$ cat src/rtl/lp_tenure_pkg.sv
package lp_tenure_pkg;
   typedef enum logic [1:0] {
      BIN_NONE = 2'd0,
      BIN_LOW  = 2'd1,
      BIN_MID  = 2'd2,
      BIN_HIGH = 2'd3
   } tbin_e;

   localparam int NUM_BINS = 3;
endpackage

$ cat src/rtl/lp_sat_counter.sv
module lp_sat_counter #(
   parameter int W = 8
) (
   input  logic         clk,
   input  logic         rst_n,
   input  logic         clr,
   input  logic         inc,
   output logic [W-1:0] cnt
);
   localparam logic [W-1:0] MAXV = {W{1'b1}};

   initial begin
      if (W < 1) $error("lp_sat_counter: W must be at least 1");
   end

   always_ff @(posedge clk) begin
      if (!rst_n)                     cnt <= '0;
      else if (clr)                   cnt <= '0;
      else if (inc && (cnt != MAXV))  cnt <= cnt + 1'b1;
   end


   hold_at_max_chk: assert property (@(posedge clk) disable iff (!rst_n)
      (cnt == MAXV) && !clr |=> cnt == MAXV);


   clear_zero_chk: assert property (@(posedge clk) disable iff (!rst_n)
      clr |=> cnt == '0);


   step_one_chk: assert property (@(posedge clk) disable iff (!rst_n)
      !clr |=> (cnt == $past(cnt)) || (cnt == $past(cnt) + 1'b1));
endmodule

$ cat src/rtl/lp_tenure_track.sv
module lp_tenure_track #(
   parameter int TEN_W = 16
) (
   input  logic             clk,
   input  logic             rst_n,
   input  logic             tick_i,
   input  logic             lp_active_i,
   output logic             counted_o,
   output logic             res_end_o,
   output logic [TEN_W-1:0] fin_o,
   output logic [TEN_W-1:0] tenure_o
);
   localparam logic [TEN_W-1:0] MAXV = {TEN_W{1'b1}};

   logic lp_q;
   logic start_c;
   logic [TEN_W-1:0] next_c;

   assign counted_o = tick_i && (lp_active_i || lp_q);
   assign start_c   = lp_active_i && !lp_q;
   assign res_end_o = lp_q && !lp_active_i;
   assign next_c    = (counted_o && (tenure_o != MAXV)) ? tenure_o + 1'b1 : tenure_o;
   assign fin_o     = next_c;

   always_ff @(posedge clk) begin
      if (!rst_n) begin
         lp_q     <= 1'b0;
         tenure_o <= '0;
      end else begin
         lp_q <= lp_active_i;
         if (start_c)                    tenure_o <= {{(TEN_W-1){1'b0}}, tick_i};
         else if (lp_active_i || lp_q)   tenure_o <= next_c;
      end
   end


   idle_hold_chk: assert property (@(posedge clk) disable iff (!rst_n)
      !lp_active_i && !lp_q |=> $stable(tenure_o));


   ten_sat_chk: assert property (@(posedge clk) disable iff (!rst_n)
      (tenure_o == MAXV) && lp_q |=> tenure_o == MAXV);
endmodule

$ cat src/rtl/lp_bin_classify.sv
module lp_bin_classify
   import lp_tenure_pkg::*;
#(
   parameter int TEN_W = 16
) (
   input  logic [TEN_W-1:0] fin_i,
   input  logic [TEN_W-1:0] thr_low_i,
   input  logic [TEN_W-1:0] thr_mid_i,
   output tbin_e            bin_o
);
   always_comb begin
      if (fin_i == '0)             bin_o = BIN_NONE;
      else if (fin_i <= thr_low_i) bin_o = BIN_LOW;
      else if (fin_i <= thr_mid_i) bin_o = BIN_MID;
      else                         bin_o = BIN_HIGH;
   end
endmodule

$ cat src/rtl/lp_tenure_hist.sv
module lp_tenure_hist
   import lp_tenure_pkg::*;
#(
   parameter int TEN_W = 16,
   parameter int TOT_W = 32,
   parameter int OCC_W = 16
) (
   input  logic             clk,
   input  logic             rst_n,
   input  logic             tick_i,
   input  logic             lp_active_i,
   input  logic [TEN_W-1:0] thr_low_i,
   input  logic [TEN_W-1:0] thr_mid_i,
   input  logic             clear_i,
   output logic [TEN_W-1:0] tenure_o,
   output logic [TOT_W-1:0] total_o,
   output logic [OCC_W-1:0] occ_low_o,
   output logic [OCC_W-1:0] occ_mid_o,
   output logic [OCC_W-1:0] occ_high_o
);
   initial begin
      if (TEN_W < 2)     $error("lp_tenure_hist: TEN_W must be at least 2");
      if (TOT_W < TEN_W) $error("lp_tenure_hist: TOT_W must not be below TEN_W");
      if (OCC_W < 1)     $error("lp_tenure_hist: OCC_W must be at least 1");
   end

   logic             counted;
   logic             res_end;
   logic [TEN_W-1:0] fin;
   tbin_e            bin;
   logic [OCC_W-1:0] occ [NUM_BINS];

   lp_tenure_track #(.TEN_W(TEN_W)) u_track (
      .clk         (clk),
      .rst_n       (rst_n),
      .tick_i      (tick_i),
      .lp_active_i (lp_active_i),
      .counted_o   (counted),
      .res_end_o   (res_end),
      .fin_o       (fin),
      .tenure_o    (tenure_o)
   );

   lp_bin_classify #(.TEN_W(TEN_W)) u_class (
      .fin_i     (fin),
      .thr_low_i (thr_low_i),
      .thr_mid_i (thr_mid_i),
      .bin_o     (bin)
   );

   lp_sat_counter #(.W(TOT_W)) u_total (
      .clk   (clk),
      .rst_n (rst_n),
      .clr   (clear_i),
      .inc   (counted),
      .cnt   (total_o)
   );

   for (genvar g = 0; g < NUM_BINS; g++) begin : g_occ
      lp_sat_counter #(.W(OCC_W)) u_occ (
         .clk   (clk),
         .rst_n (rst_n),
         .clr   (clear_i),
         .inc   (res_end && (bin == tbin_e'(g + 1))),
         .cnt   (occ[g])
      );
   end

   assign occ_low_o  = occ[0];
   assign occ_mid_o  = occ[1];
   assign occ_high_o = occ[2];


   occ_only_at_end_chk: assert property (@(posedge clk) disable iff (!rst_n)
      !res_end && !clear_i |=> $stable(occ_low_o) && $stable(occ_mid_o) && $stable(occ_high_o));


   zero_no_bin_chk: assert property (@(posedge clk) disable iff (!rst_n)
      res_end && (fin == '0) |=> $stable(occ_low_o) && $stable(occ_mid_o) && $stable(occ_high_o));
endmodule

$ cat config.mk
export PLATFORM = sky130hd
export DESIGN_NAME = lp_tenure_hist
export DESIGN_NICKNAME = d
export VERILOG_FILES = /design/src/rtl/lp_tenure_pkg.sv /design/src/rtl/lp_sat_counter.sv /design/src/rtl/lp_tenure_track.sv /design/src/rtl/lp_bin_classify.sv /design/src/rtl/lp_tenure_hist.sv
export SDC_FILE = /design/constraint.sdc
export NUM_CORES = 1
export LEC_CHECK = 0
export ABC_CLOCK_PERIOD_IN_PS = 5450
export BUFFER_PORTS_ARGS = -buffer_cell sky130_fd_sc_hd__buf_4
export CAP_MARGIN = 25
export CORE_ASPECT_RATIO = 1.75
export CORE_UTILIZATION = 41
export DETAILED_ROUTE_END_ITERATION = 10
export GPL_TIMING_DRIVEN = 0
export SETUP_SLACK_MARGIN = 0.5
export SLEW_MARGIN = 30
export SYNTH_ARGS = -nofsm -noshare
export SYNTH_HDL_FRONTEND = slang
export SYNTH_SLANG_ARGS = --single-unit
$ cat constraint.sdc
create_clock -name clk -period 5.45 [get_ports clk]
set_input_delay 1.09 -clock clk [delete_from_list [all_inputs] [get_ports clk]]
set_output_delay 1.09 -clock clk [all_outputs]
set_load 0.005 [all_outputs]
# [After elaboration in Yosys (flattened, before gate mapping)]
# Index checks and enable logic that the tools add are counted.
# Widths: inputs -> output; s select.
[classes] div=0 order_cmp=2 n_eq_ne=8 shifts=0 muxes=6 bitwise_logic=1 mul=0 add_sub_neg=5 n_reduce_logical=18
[ops] cell="$add 16x1->16 const B" count=4
[ops] cell="$ne 16x16->1 const B" count=4
[ops] cell="$add 32x1->32 const B" count=1
[ops] cell="$le 16x16->1" count=2
[ops] cell="$ne 32x32->1 const B" count=1
[ops] cell="$logic_not 16->1" count=1
[ops] cell="$mux 16" count=1
[ops] cell="$logic_and 1x1->1" count=11
[ops] cell="$eq 2x2->1 const B" count=2
[ops] cell="$mux 2" count=2
[ops] cell="$reduce_or 2->1" count=2
[ops] cell="$mux 1" count=3
[ops] cell="$eq 2x1->1 const B" count=1
[ops] cell="$logic_not 1->1" count=2
[ops] cell="$reduce_bool 2->1" count=1
[ops] cell="$logic_or 1x1->1" count=1
[ops] cell="$not 1->1" count=1
[totals] inputBits=37 reg_bits=97 out_inout_bits=96 wordCells=47 ramBits=0 latchBits=0 memories=0 romBits=0

# [Longest topological paths before layout]
[logic_depth] ltp_word=11 depth_mapped=18 ltp_nobuf=15

# [By module]
# A second synthesis with hierarchy kept.
[unflattened] hier_cells=732 hier_area_um2=6228.5
[modules_own_cells] mod="lp_sat_counter (g_occ[0].u_occ ...)" cells_each=91 seq_area_each_um2=320.3 area_each_um2=864.6 instances=3
[modules_own_cells] mod="lp_sat_counter (u_total)" cells_each=203 seq_area_each_um2=640.6 area_each_um2=1667.8 instances=1
[modules_own_cells] mod="lp_tenure_track" cells_each=137 seq_area_each_um2=340.3 area_each_um2=1104.8 instances=1
[modules_own_cells] mod="lp_bin_classify" cells_each=116 seq_area_each_um2=0.0 area_each_um2=837.1 instances=1
[modules_own_cells] mod="lp_tenure_hist" cells_each=3 seq_area_each_um2=0.0 area_each_um2=25.0 instances=1

# [Worst setup path after synthesis]
# No wires, ideal clock.
[synth_timing] path_type="input to register" from="input lp_active_i" to="register g_occ[1].u_occ.cnt[13]" cell_stages=14 slack_ns=1.142 required_time_ns=5.379 n_path_buf=1 setup_ns=0.071 arrival_time_ns=4.238 cell_sequence="o21ai_2 or2_1 or4_4 nand2_1 o21ai_0 ha_1 nand4_1 nor3_1 a221o_1 o21ai_0 o21ai_1 buf_2 or4_1 a21oi_1"
[synth_between] elab_chain_len=11 elab_cells_between_ends=15 cone_classes="order compare (2); eq/ne (1); mux (4); reduce/logical (8)"
[synth_lines] element="from (decl)" line_no="lp_tenure_hist.sv:11" source="input logic lp_active_i,"
[synth_lines] element="$logic_or 1x1->1 *" line_no="lp_tenure_track.sv:19" source="assign counted_o = tick_i && (lp_active_i || lp_q);"
[synth_lines] element="$logic_and 1x1->1 *" line_no="lp_tenure_track.sv:19"
[synth_lines] element="$logic_and 1x1->1 *" line_no="lp_tenure_track.sv:22" source="assign next_c = (counted_o && (tenure_o != MAXV)) ? tenure_o + 1'b1 : tenure_o;"
[synth_lines] element="$mux 16 *" line_no="lp_tenure_track.sv:22"
[synth_lines] element="net fin[11]" line_no="lp_tenure_hist.sv:29" source="logic [TEN_W-1:0] fin;"
[synth_lines] element="$le 16x16->1" line_no="lp_bin_classify.sv:14" source="else if (fin_i <= thr_mid_i) bin_o = BIN_MID;"
[synth_lines] element="$mux 1" line_no="lp_bin_classify.sv:14"
[synth_lines] element="$mux 2" line_no="lp_bin_classify.sv:13" source="else if (fin_i <= thr_low_i) bin_o = BIN_LOW;"
[synth_lines] element="$mux 2 *" line_no="lp_bin_classify.sv:12" source="if (fin_i == '0) bin_o = BIN_NONE;"
[synth_lines] element="$eq 2x2->1 *" line_no="lp_tenure_hist.sv:64" source=".inc (res_end && (bin == tbin_e'(g + 1))),"
[synth_lines] element="$logic_and 1x1->1 *" line_no="lp_tenure_hist.sv:64"
[synth_lines] element="$logic_and 1x1->1 *" line_no="lp_sat_counter.sv:19" source="else if (inc && (cnt != MAXV)) cnt <= cnt + 1'b1;"
[synth_lines] element="to (signal assigned)" line_no="lp_sat_counter.sv:19"
[synth_lines] element="to (decl)" line_no="lp_sat_counter.sv:8" source="output logic [W-1:0] cnt"
# Mark *: on every way through the listed nets, which the timed path passes. The rest lies on a longest branch.
# A chain may end at the register's enable or synchronous reset.

# [Worst setup path in the final report]
[layout_timing] from="input lp_active_i" to="register g_occ[2].u_occ.cnt[14]"
[layout_between] elab_chain_len=11 elab_cells_between_ends=15 cone_classes="order compare (2); eq/ne (1); mux (4); reduce/logical (8)"
[layout_lines] element="$logic_or 1x1->1 *" line_no="lp_tenure_track.sv:19"
[layout_lines] element="$logic_and 1x1->1 *" line_no="lp_tenure_track.sv:19"
[layout_lines] element="$logic_and 1x1->1 *" line_no="lp_tenure_track.sv:22"
[layout_lines] element="$mux 16 *" line_no="lp_tenure_track.sv:22"
[layout_lines] element="net fin[11]" line_no="lp_tenure_hist.sv:29"
[layout_lines] element="$le 16x16->1" line_no="lp_bin_classify.sv:14"
[layout_lines] element="$mux 1" line_no="lp_bin_classify.sv:14"
[layout_lines] element="$mux 2" line_no="lp_bin_classify.sv:13"
[layout_lines] element="$mux 2 *" line_no="lp_bin_classify.sv:12"
[layout_lines] element="$eq 2x2->1 *" line_no="lp_tenure_hist.sv:64"
[layout_lines] element="$logic_and 1x1->1 *" line_no="lp_tenure_hist.sv:64"
[layout_lines] element="$logic_and 1x1->1 *" line_no="lp_sat_counter.sv:19"
[layout_lines] element="to (signal assigned)" line_no="lp_sat_counter.sv:19"
[layout_lines] element="to (decl)" line_no="lp_sat_counter.sv:8"
# Marked as above.

==> results.yml <==
power_and_ir_drop:
  p_sw_uw: 355
  comb_power_share_pct: 6.0
  power.sequential.fraction_pct: 48.4
  power_density_mw_per_mm2: 195
  fraction_of_power_spent_switching_nets_pct: 24.2
  total_leakage_power_uw: 0.00302
  worst_ir_drop_on_vdd_mv: 0.182
  clkPwrFrac_pct: 45.6
  internal_power_uw: 1120
yosys:
  synth_edf_count: 0
  synth.top_cell.area_share_pct: 32.4
  ys.warnings.count: 0
  synth_nets: 822
  synth_cells: 748
  synth_flop_cell: "dfxtp_1"
  synth_cell_type_count: 53
  yosys.area.top_type: "dfxtp_1"
  count_of_state_elements_after_synthesis: 97
  synthArstFlopShare_pct: 0
  synthesis.area_per_instance_um2: 8.00
  mappedNetlistArea_mm2: 0.00599
  synth_top_cells_by_area: "dfxtp_1 (32%), ha_1 (7.7%), a21oi_1 (6.0%)"
  yosysSeqAreaShare_pct: 32.4
timing:
  fin_ws_ns: 0.720
  period_share_pct: 86.8
  timing_hold_violations_final: 0
  fmaxAchievable_mhz: 211
  final.setup_skew_ns: 0.0107
  setup_viol: 0
  slew_headroom_pct: 53.0
  rsz_0062_raised_after_global_routing: "no"
  finalWorstPathRequiredPeriod_ns: 4.73
  hold_slack_ns: 0.486
  tightestPinTransition_ns: 0.700
  timing_max_transition_violations_final: 0
layout:
  n_antenna_cell: 0
  design.final.nets: 965
  layout.cells.most_common: "buf_4"
  areaGrowthSynthToFinish_pct: 25.9
  final_core_utilization_pct: 52.7
  stdcell_count: 1076
  final_layout_size_suffix_gt1_share_pct: 20.3
  n_fill_cell: 1371
  most-common-layout-cells: "buf_4 (135), dfxtp_1 (97), a21oi_1 (72), nand3_1 (53), nand2_1 (51)"
critical_path:
  crit_path_top_delay_cell: "or4_4"
  reg2reg_depth: 16
  worstPathCellList: "buf_4 -> o21ai_2 -> or2_1 -> or4_4 -> nand2_1 -> o21ai_0 -> ha_1 -> nand4_1 -> nor3_2 -> a221o_1 -> o21ai_2 -> a41o_1 -> buf_2 -> clkbuf_2 -> o31ai_1 -> a21oi_1"
  critical_path_required_ns: 5.66
  timing.critical_path.fanout_max: 10
  critical_path_arrival_ns: 4.94
  worst_r2r_dst: "g_occ[2].u_occ.cnt[14]"
  timing.critical_path.to: "g_occ[2].u_occ.cnt[14]"
  reg2reg_from: "u_track.tenure_o[1]"
  crit_start: "lp_active_i"
  critPathMostFrequentCell: "o21ai_2"
  setup_crit_end_kind: "flop"
  criticalPathCategory: "primary input to flop"
  crit_path_max_incr_delay_ns: 0.56
  critPathLaunchType: "primary input"
  worst-r2r-setup-slack_ns: 0.88
grt:
  grt_first_pass_wirelength_mm: 28.9
  maximum_number_of_pins_on_one_net_before_global_route_repair: 19
  number_of_global_route_vias_before_repair: 6132
  grt_overflow_total: 0
  grt_antenna_before_repair: 0
  global_route.usage.total_pct: 23.9
clock_tree:
  number_of_buffers_inserted_for_hold_repair_after_clock_tree_synthesis: 0
  cts.path.max_buffers: 2
  cts_tree: "done"
  clkTransAtPathRegs_ns: 0.08
  cts.htree.levels: 3
  cts.sinks: 97
  clk-insertion-delay-late_ns: 0.35
  cts-buffers-inserted: 9
  post_cts.repair.setup_buffers: 0
  clock_tree.root_cell: "clkbuf_16"
detailed_routing:
  route.detailed.wl_per_inst_um: 16.6
  remaining_drc_errors: 0
  ant_nets: 0
  first_pass_iters: 6
  routedLengthMet1_mm: 6.57
  dr.first_iter.drc_count: 222
  met2RoutedLength_mm: 9.98
  maxUsedRoutingLayer: "met4"
  wl_met3_um: 699
  wl_mm: 17.8
  detailroute.via_count: 6182
  route.detailed.vias_per_inst: 5.75
min_path:
  hold_path_class: "flop to flop"
placed_design:
  io_buffers: 132
  gpl.final_weighted_congestion: 1.01
  placed_cells: 1060
  place.detailed.hpwl_mm: 14.4
  place_ws_ns: -0.414
floorplan:
  rows: 58
  dieHeight_um: 162
  die-area_mm2: 0.0151
  floorplan.initialDensity_pct: 41.9
  core_mm2: 0.0143
  pin_count: 133
  die_x_um: 93.3
status:
  outcome: "finished, final reports clean"
run:
  cap_viol_max_count: 0
-- repair_timing --
item | CTS | global route
resized for setup | 4 | 5
setup endpoints to repair | 29 | 23
pin swaps | 0 | 0
-- cell type report --
cell class	instances	area, um2	area share [%]
multi-input combinational	565	3680	48.8
sequential	97	1940	25.8
timing repair buffer	132	991	13.2
clock buffer	9	225	2.99
tap	180	225	2.99
buffer	39	211	2.81
inverter	47	176	2.34
clock inverter	7	83.8	1.11
-- routing by layer --
layer / global-route usage, % / up-vias
li1: - / 3062
met1: 23.2 / 2927
met2: 47.2 / 156
met3: 3.93 / 37
met4: 11.0 / 0
met5: 0 / -
-- cell families (layout without fill, tap and decap cells) --
family,after synthesis,after routing,share of synthesized area [%]
adder cells (fa/ha/maj),37,37,7.73
AO/OA/AOI/OAI,172,172,18.0
multiplexers,9,9,1.53
AND/OR/NAND/NOR,320,320,30.0
buffers and inverters,86,234,6.44
XOR/XNOR,27,27,3.95
flip-flops,97,97,32.4
-- cells in the mapped netlist (6+ instances only) --
| cell | number |
|---|---|
| dfxtp_1 | 97 |
| a21oi_1 | 72 |
| nand3_1 | 53 |
| nand2_1 | 51 |
| inv_1 | 47 |
| nor2_1 | 38 |
| o31ai_1 | 38 |
| or4_1 | 38 |
| ha_1 | 37 |
| nand4_1 | 26 |
| and3_1 | 25 |
| o21ai_0 | 25 |
| clkbuf_1 | 18 |
| or3_1 | 18 |
| xnor2_1 | 18 |
| nor3_1 | 16 |
| nor2b_1 | 14 |
| and4_1 | 11 |
| and2_1 | 10 |
| buf_2 | 10 |
| xor2_1 | 9 |
| mux2i_1 | 8 |
| nand2b_1 | 7 |
| nor4_1 | 7 |
| o21ai_1 | 6 |
-- power groups by stage --
| stage | combinational [uW] | sequential (uW) | clock [uW] |
|---|---|---|---|
| 2_1_floorplan | 47.3 | 728 | 0 |
| 3_3_place_gp | 86.0 | 728 | 0 |
| 3_5_place_dp | 89.2 | 728 | 0 |
| 4_1_cts | 89.7 | 712 | 687 |
| 5_1_grt | 99.8 | 712 | 714 |
| 6_report | 88.5 | 712 | 670 |
-- how the worst min path moves through the flow --
stage                      startpoint                endpoint  slack (ns)  depth (start not counted)
4_1_cts        g_occ[0].u_occ.cnt[14]  g_occ[0].u_occ.cnt[14]        0.49                          2
2_1_floorplan   g_occ[2].u_occ.cnt[5]   g_occ[2].u_occ.cnt[5]        0.47                          2
5_1_grt         g_occ[1].u_occ.cnt[5]   g_occ[1].u_occ.cnt[5]        0.51                          2
3_5_place_dp   g_occ[0].u_occ.cnt[14]  g_occ[0].u_occ.cnt[14]        0.48                          2
6_report        g_occ[2].u_occ.cnt[9]   g_occ[2].u_occ.cnt[9]        0.49                          2
3_3_place_gp    g_occ[1].u_occ.cnt[5]   g_occ[1].u_occ.cnt[5]        0.47                          2
-- sequential cells by signal, indices dropped and copies added, names as in the netlist --
| signal | count |
|---|---|
| u_track.tenure_o | 16 |
| u_track.lp_q | 1 |
| u_total.cnt | 32 |
| g_occ.u_occ.cnt | 48 |
-- critical path, delay by kind of cell --
| kind | cells | cell delay (ns) |
|---|---|---|
| adder cells (fa/ha/maj) | 1 | 0.39 |
| AND/OR/NAND/NOR | 5 | 1.39 |
| buffers and inverters | 3 | 0.56 |
| AO/OA/AOI/OAI | 7 | 1.50 |
-- stage by stage --
stage / area (um2) / total power [uW] / setup TNS (ns)
after floorplan: 5990 / 775 / 0
after global placement: 7200 / 814 / -4.91
after detailed placement: 7200 / 818 / -7.33
after CTS: 7520 / 1490 / 0
after global routing: 7530 / 1530 / 0
final: 7530 / 1470 / 0
Note: power is estimated with default switching activity, not from simulation.
